[src/rtl/intack_pkg.sv]
package intack_pkg;
    typedef enum logic [1:0] {
        ST_IDLE   = 2'd0,
        ST_ADDR   = 2'd1,
        ST_WREPLY = 2'd2,
        ST_HOLD   = 2'd3
    } ack_st_e;
endpackage

[src/rtl/intack_prio.sv]
module intack_prio #(
    parameter int NUM_LVL = 4,
    localparam int LW = $clog2(NUM_LVL)
) (
    input  logic [NUM_LVL-1:0] req,
    input  logic [NUM_LVL-1:0] mask,
    output logic               any,
    output logic [NUM_LVL-1:0] grant,
    output logic [LW-1:0]      lvl
);
    logic [NUM_LVL-1:0] pend;

    always_comb begin
        pend  = req & ~mask;
        any   = |pend;
        grant = '0;
        lvl   = '0;
        // scan downward so the lowest pending index is the last write
        for (int i = NUM_LVL - 1; i >= 0; i--) begin
            if (pend[i]) begin
                grant    = '0;
                grant[i] = 1'b1;
                lvl      = LW'(i);
            end
        end
    end

    // at most one level granted, and only a pending one
    always_comb begin
        p_grant_onehot_r1: assert ($onehot0(grant));
        p_grant_pending_r1: assert ((grant & ~pend) == '0);
    end
endmodule

[src/rtl/intack_mask.sv]
module intack_mask #(
    parameter int NUM_LVL = 4
) (
    input  logic               clk,
    input  logic               rst_n,
    input  logic               ld,
    input  logic [NUM_LVL-1:0] ld_val,
    input  logic               clr,
    output logic [NUM_LVL-1:0] mask
);
    logic [NUM_LVL-1:0] mask_d, mask_q;

    always_comb begin
        mask_d = mask_q;
        if (clr)
            mask_d = '0;
        if (ld)
            mask_d = ld_val;
    end

    always_ff @(posedge clk) begin
        if (!rst_n)
            mask_q <= '0;
        else
            mask_q <= mask_d;
    end

    assign mask = mask_q;

    p_exit_clears_r7: assert property (@(posedge clk) disable iff (!rst_n)
        (clr && !ld) |=> (mask == '0));
    p_load_takes_r6: assert property (@(posedge clk) disable iff (!rst_n)
        ld |=> (mask == $past(ld_val)));
endmodule

[src/rtl/intack_ctrl.sv]
module intack_ctrl
    import intack_pkg::*;
#(
    parameter int NUM_LVL = 4,
    parameter int DAL_W   = 16,
    localparam int LW     = $clog2(NUM_LVL)
) (
    input  logic               clk,
    input  logic               rst_n,
    input  logic [3:0]         phase_en,
    input  logic [NUM_LVL-1:0] irq_req,
    input  logic               bus_busy,
    input  logic               svc_exit,
    input  logic               reply_i,
    output logic               svc_active,
    output logic               svc_done,
    output logic               sync_o,
    output logic               iack_o,
    output logic [DAL_W-1:0]   dal_o,
    output logic               dal_oe
);
    typedef struct packed {
        ack_st_e            st;
        logic               sync;
        logic               iack;
        logic               oe;
        logic [NUM_LVL-1:0] code;
        logic               done;
    } ctrl_t;

    ctrl_t r_d, r_q;

    logic               any_pend;
    logic [NUM_LVL-1:0] grant;
    logic [LW-1:0]      win_lvl;
    logic [NUM_LVL-1:0] mask;
    logic               mask_ld;
    logic [NUM_LVL-1:0] lvl_code;

    intack_prio #(.NUM_LVL(NUM_LVL)) u_prio (
        .req   (irq_req),
        .mask  (mask),
        .any   (any_pend),
        .grant (grant),
        .lvl   (win_lvl)
    );

    intack_mask #(.NUM_LVL(NUM_LVL)) u_mask (
        .clk    (clk),
        .rst_n  (rst_n),
        .ld     (mask_ld),
        .ld_val (r_q.code),
        .clr    (svc_exit),
        .mask   (mask)
    );

    // code masks the winning level and every lower-priority level
    always_comb begin
        for (int i = 0; i < NUM_LVL; i++)
            lvl_code[i] = (i >= int'(win_lvl));
    end

    always_comb begin
        r_d      = r_q;
        r_d.done = 1'b0;
        mask_ld  = 1'b0;
        unique case (r_q.st)
            ST_IDLE: begin
                if (phase_en[0] && !bus_busy && any_pend) begin
                    r_d.st   = ST_ADDR;
                    r_d.code = lvl_code;
                end
            end
            ST_ADDR: begin
                if (phase_en[1]) begin
                    r_d.sync = 1'b1;
                    r_d.iack = 1'b1;
                    r_d.oe   = 1'b1;
                    r_d.st   = ST_WREPLY;
                end
            end
            ST_WREPLY: begin
                if (phase_en[2] && reply_i)
                    r_d.st = ST_HOLD;
            end
            ST_HOLD: begin
                if (phase_en[1]) begin
                    r_d.sync = 1'b0;
                    r_d.iack = 1'b0;
                    r_d.oe   = 1'b0;
                    r_d.done = 1'b1;
                    r_d.st   = ST_IDLE;
                    mask_ld  = 1'b1;
                end
            end
            default: r_d.st = ST_IDLE;
        endcase
    end

    always_ff @(posedge clk) begin
        if (!rst_n) begin
            r_q.st   <= ST_IDLE;
            r_q.sync <= 1'b0;
            r_q.iack <= 1'b0;
            r_q.oe   <= 1'b0;
            r_q.code <= '0;
            r_q.done <= 1'b0;
        end else begin
            r_q <= r_d;
        end
    end

    always_comb begin
        dal_o = '0;
        if (r_q.oe)
            dal_o[NUM_LVL-1:0] = r_q.code;
    end

    assign sync_o     = r_q.sync;
    assign iack_o     = r_q.iack;
    assign dal_oe     = r_q.oe;
    assign svc_done   = r_q.done;
    assign svc_active = (r_q.st != ST_IDLE);

    p_sync_rise_ph2_r4: assert property (@(posedge clk) disable iff (!rst_n)
        $rose(sync_o) |-> $past(phase_en[1]));
    p_sync_fall_ph2_r4: assert property (@(posedge clk) disable iff (!rst_n)
        $fell(sync_o) |-> $past(phase_en[1]));
    p_retry_hold_r4: assert property (@(posedge clk) disable iff (!rst_n)
        (sync_o && phase_en[2] && !reply_i) |=> sync_o);
    p_iack_track_r3: assert property (@(posedge clk) disable iff (!rst_n)
        iack_o == sync_o);
    p_drive_while_sync_r2: assert property (@(posedge clk) disable iff (!rst_n)
        sync_o |-> dal_oe);
    p_pick_in_idle_r5: assert property (@(posedge clk) disable iff (!rst_n)
        $rose(svc_active) |-> ($past(phase_en[0]) && !$past(bus_busy)));
    p_done_pulse_r9: assert property (@(posedge clk) disable iff (!rst_n)
        svc_done |=> !svc_done);
endmodule

[config.mk]
export PLATFORM = sky130hd
export DESIGN_NAME = intack_ctrl
export DESIGN_NICKNAME = d
export VERILOG_FILES = /design/src/rtl/intack_pkg.sv /design/src/rtl/intack_prio.sv /design/src/rtl/intack_mask.sv /design/src/rtl/intack_ctrl.sv
export SDC_FILE = /design/constraint.sdc
export NUM_CORES = 1
export LEC_CHECK = 0
export ABC_AREA = 0
export CELL_PAD_IN_SITES_DETAIL_PLACEMENT = 0
export CELL_PAD_IN_SITES_GLOBAL_PLACEMENT = 2
export CORE_MARGIN = 4
export CORE_UTILIZATION = 33
export DETAILED_ROUTE_END_ITERATION = 16
export DONT_BUFFER_PORTS = 1
export GPL_ROUTABILITY_DRIVEN = 0
export MAX_ROUTING_LAYER = met4
export PLACE_DENSITY_LB_ADDON = 0.08
export SYNTH_ARGS = -nofsm -noshare
export SYNTH_HDL_FRONTEND = slang
export SYNTH_SLANG_ARGS = --single-unit
[constraint.sdc]
create_clock -name clk -period 1.4 [get_ports clk]
set_input_delay 0.21 -clock clk [delete_from_list [all_inputs] [get_ports clk]]
set_output_delay 0.21 -clock clk [all_outputs]
set_load 0.02 [all_outputs]
======== Word level (Yosys, flattened, before mapping) ========
Cells that the tools add are included.
storage, ports and cells
  register bits ........................... 14
  input bits .............................. 13
cells by class
  reduce and logical (&&, ||, !) cells .... 12
  equality and inequality tests ........... 7
  magnitude comparators ................... 3
  bitwise operators ....................... 2
  multiplexer cells ....................... 15
operator list
  cell                  count
  $mux W2               6
  $mux W4               3
  $mux W5               2
  $ne A2 B2 Y1 const B  4
  $pmux W2 S4           1
  $pmux W3 S2           1
  $reduce_bool A2 Y1    3
  $and A4 B4 Y4         1
  $eq A2 B2 Y1 const B  2
  $ge A1 B2 Y1 const A  2
  $not A4 Y4            1
  $reduce_and A4 Y1     1
  $reduce_or A4 Y1      1
  $logic_and A1 B1 Y1   3
  $reduce_and A3 Y1     1
  $eq A2 B1 Y1 const B  1
  $ge A2 B2 Y1 const A  1
  $logic_not A2 Y1      1
  $mux W1               2
  $reduce_and A2 Y1     1
  $logic_not A1 Y1      1

======== Longest topological paths before layout ========
  depth in word-level cells ............... 7
  mapped depth ............................ 6
  depth with buffers taken out ............ 6

======== By module ========
From an unflattened synthesis, not the netlist that was laid out.
unflattened totals
  cell total of the unflattened synthesis .. 89
  area total of the unflattened synthesis .. 777.0 µm²
modules (own cells, without submodules)
  module       times used  cells each  area an instance (µm²)
  intack_ctrl  1           58          528.0
  intack_mask  1           17          153.9
  intack_prio  1           14          95.1

======== Least setup slack after synthesis ========
No wires, ideal clock.
  kind .................................... register to register
  from .................................... reg r_q[8] in the netlist's numbering
  to ...................................... reg r_q[8] in the netlist's numbering
  stages on the path, launching flop included .. 6
  arrival time ............................ 1206 ps
  setup slack ............................. 123 ps
  required time ........................... 1328 ps
  cell sequence ........................... dfxtp_1 > inv_1 > ha_1 > a21boi_0 > a211oi_2 > mux2i_1
on the way
  cells in the longest elaborated chain, start to end .. 3
ends and longest elaborated chain
  element                               line                text
  start: declaration                    intack_ctrl.sv:31   ctrl_t r_d, r_q;
  start signal: assignment              intack_ctrl.sv:109  r_q <= r_d;
  $eq A2 B2 Y1 (tied with other cells)  intack_ctrl.sv:67   unique case (r_q.st)
  $ne A2 B2 Y1 (no source line)         -
  $reduce_and A4 Y1 (no source line)    -
Several ways; a longest one is shown, not always the timed one.
A chain may end at the register's enable or synchronous reset.

======== Worst setup path in the final report ========
  from .................................... reg r_q[8] in the netlist's numbering
  to ...................................... reg r_q[9] in the netlist's numbering
Same word-level chain as after synthesis.

==> results.cfg <==
[power_and_ir_drop]
power.leakage_nw = 0.359
power_density_nw_per_um2 = 1430
ir_worst_vdd_mv = 0.668

[setup_path]
crit_family = flip-flops
arrival_ps = 1520
timing.critical_path.slowest_stage_cell = dfxtp_2
cp_num_buf_inv = 1
max_stage_delay_ps = 340
cp-start-kind = flop
crit_path_end_kind = flop
critical_path_class = flop to flop
cp_max_fo = 3
crit_required_ps = 1590
cp_cell_sequence = buf_6, ha_4, nor2_2, nor2_1, a211oi_4, mux2i_1

[global_routing]
top_usage_layer = met2
grt_first_pass_wirelength_um = 2650
track_usage_pct = 11.0
antenna_found_initial = 0
grtUsageMet1_pct = 14.0
grtUsageMet3_pct = 5.52
first_global_vias = 581
gr-usage-met2_pct = 15.7
grt.overflow.total = 0
grt_max_degree = 15

[cts]
cts_max_path_buffers = 2
clock-sinks = 12
htree_levels = 1
cts_tree = built
clk_latency_ps = 270
clk_pin_slew_ps = 80
cts_buffers = 3
hold_buffers = 0
root_buffer = clkbuf_4

[timing]
clock_skew_ps = 8.88
fin_crit_ps = 1330
setup_violations = 0
setup_tns_ps = 0
rsz0062_at_grt = false
slew_violations = 0
fmax_mhz = 754
finalHoldViolCount = 0
finalCritPeriodShare_pct = 94.7

[detailed_routing]
wirelength_um = 1570
drc = 0
first_pass_iters = 4
via_per_inst = 4.57
drt_iter0_drc = 2
ant_nets = 0
wl_per_cell_um = 13.0
vias = 553

[hold_path]
holdCritPathClass = input port to flop

[placement]
dp_hpwl_um = 1210
place_inst = 117
placed_area_sq_um = 793
io_buffers = 0

[final_layout]
area_delta_synth_final_pct = 12.9
design_area_sq_um = 877
drive_above_1_share_pct = 29.0
antenna_cells = 0
nets = 112
post-route-util_pct = 39.3
stdcell_count = 121

[synthesis]
ys_types = 25
avgSynthCellArea_sq_um = 8.93
ys_warn_count = 0
synth_compound_area_share_pct = 16.4
synth_mux_area_share_pct = 2.58
synth_fa_ha_area_share_pct = 8.05
synth_xor_area_share_pct = 0
ys_seq_area_share_pct = 30.9
netlist_area_sq_um = 777
syn_inst = 87
synth_seq_cells = 12
synthSimpleGateAreaFrac_pct = 25.1
synth_top_family_by_area = simple AND/OR/NAND/NOR gates

[die]
fp.dieArea_sq_um = 3200
die_y_um = 56.5
placementRows = 17
dieWidth_um = 56.5
ios = 34
start_util_pct = 34.8
core_sq_um = 2230

[outcome]
outcome = complete, no violations

[run]
max_cap_viol_count = 0
==> what timing repair did <==
item | in CTS | in global routing
resized for setup | 0 | 16
endpoints found under the setup margin | 0 | 10
setup buffers | 0 | 0
==> registers in the layout (all words and copies together) (netlist names) <==
register,cells
r_q,6
u_mask.mask,4
svc_done,1
sync_o,1
==> metal layers <==
metal / wire length [um] / part of all wire [%] / vias up
met5: 0 / 0 / -
met4: 10 / 0.64 / 0
met3: 121 / 7.7 / 2
met2: 757 / 48 / 21
met1: 679 / 43 / 253
li1: - / - / 277
==> stage by stage <==
step                      total power [mW]  worst slack [ps]  hold WS (ps)
after floorplan                      0.800               123           359
after global placement               0.904              54.7           329
after detailed placement             0.903              46.2           334
after CTS                             1.18              24.9          42.7
after global routing                  1.36              1.05          45.7
final                                 1.26              74.1          51.4
==> power by group <==
| group | total [mW] | leakage, nW | switching, mW | internal, mW |
|---|---|---|---|---|
| sequential | 0.436 | 0.0984 | 0.0412 | 0.395 |
| clock | 0.276 | 0.0210 | 0.118 | 0.158 |
| combinational | 0.543 | 0.240 | 0.300 | 0.243 |
==> kinds of logic after synthesis <==
group	count (synthesis)
AOI/OAI and AO/OA	15
adders and majority gates	5
buffers and inverters	20
DFF	12
muxes	2
other	1
and+or+nand+nor	32
==> Yosys cell counts (all sizes together) <==
cell type / number / share of area (%)
nand2: 7 / 3.4
and3b: 1 / 1.1
ha: 5 / 8.1
dfxtp: 12 / 31
and2: 4 / 3.2
a22oi: 2 / 1.9
a211oi: 1 / 1.6
clkbuf: 2 / 0.97
inv: 4 / 1.9
mux2i: 2 / 2.6
o41ai: 2 / 4.2
and3: 1 / 0.81
or2: 1 / 0.81
a21boi: 7 / 6.8
conb: 1 / 0.48
o21ai: 2 / 1.3
nor2: 3 / 1.4
a21oi: 1 / 0.64
nor2b: 7 / 7.9
nand3b: 4 / 3.9
buf: 14 / 14
nand3: 4 / 2.6
==> cells in the final DEF (no fill, tap or decap), drive strengths merged, types with 3 or more instances in the layout <==
cell / netlist / layout
nand3b: 4 / 4
nand3: 4 / 4
nor2: 3 / 3
nor2b: 7 / 7
clkbuf: 2 / 4
inv: 4 / 4
and2: 4 / 4
nand2: 7 / 7
buf: 14 / 7
ha: 5 / 5
dfxtp: 12 / 12
a21boi: 7 / 7
conb: 1 / 12
==> area by class of cell <==
type / count / area, sq um
multi-input combinational: 66 / 492
timing repair buffer: 7 / 56.3
inverter: 4 / 15.0
sequential: 12 / 243
fill: 243 / 1360
clock buffer: 4 / 36.3
tap: 28 / 35.0
==> path summary, 6_finish.rpt <==
kind / depth (start not counted) / start / slack [ps] / end
worst max-delay path: 6 / r_q[8] / 70 / r_q[9]
worst min-delay path: 2 / rst_n / 50 / sync_o
worst max register to register: 6 / r_q[8] / 70 / r_q[9]
worst min register to register: 2 / r_q[4] / 480 / r_q[4]
Power figures use the tool's default switching activity.
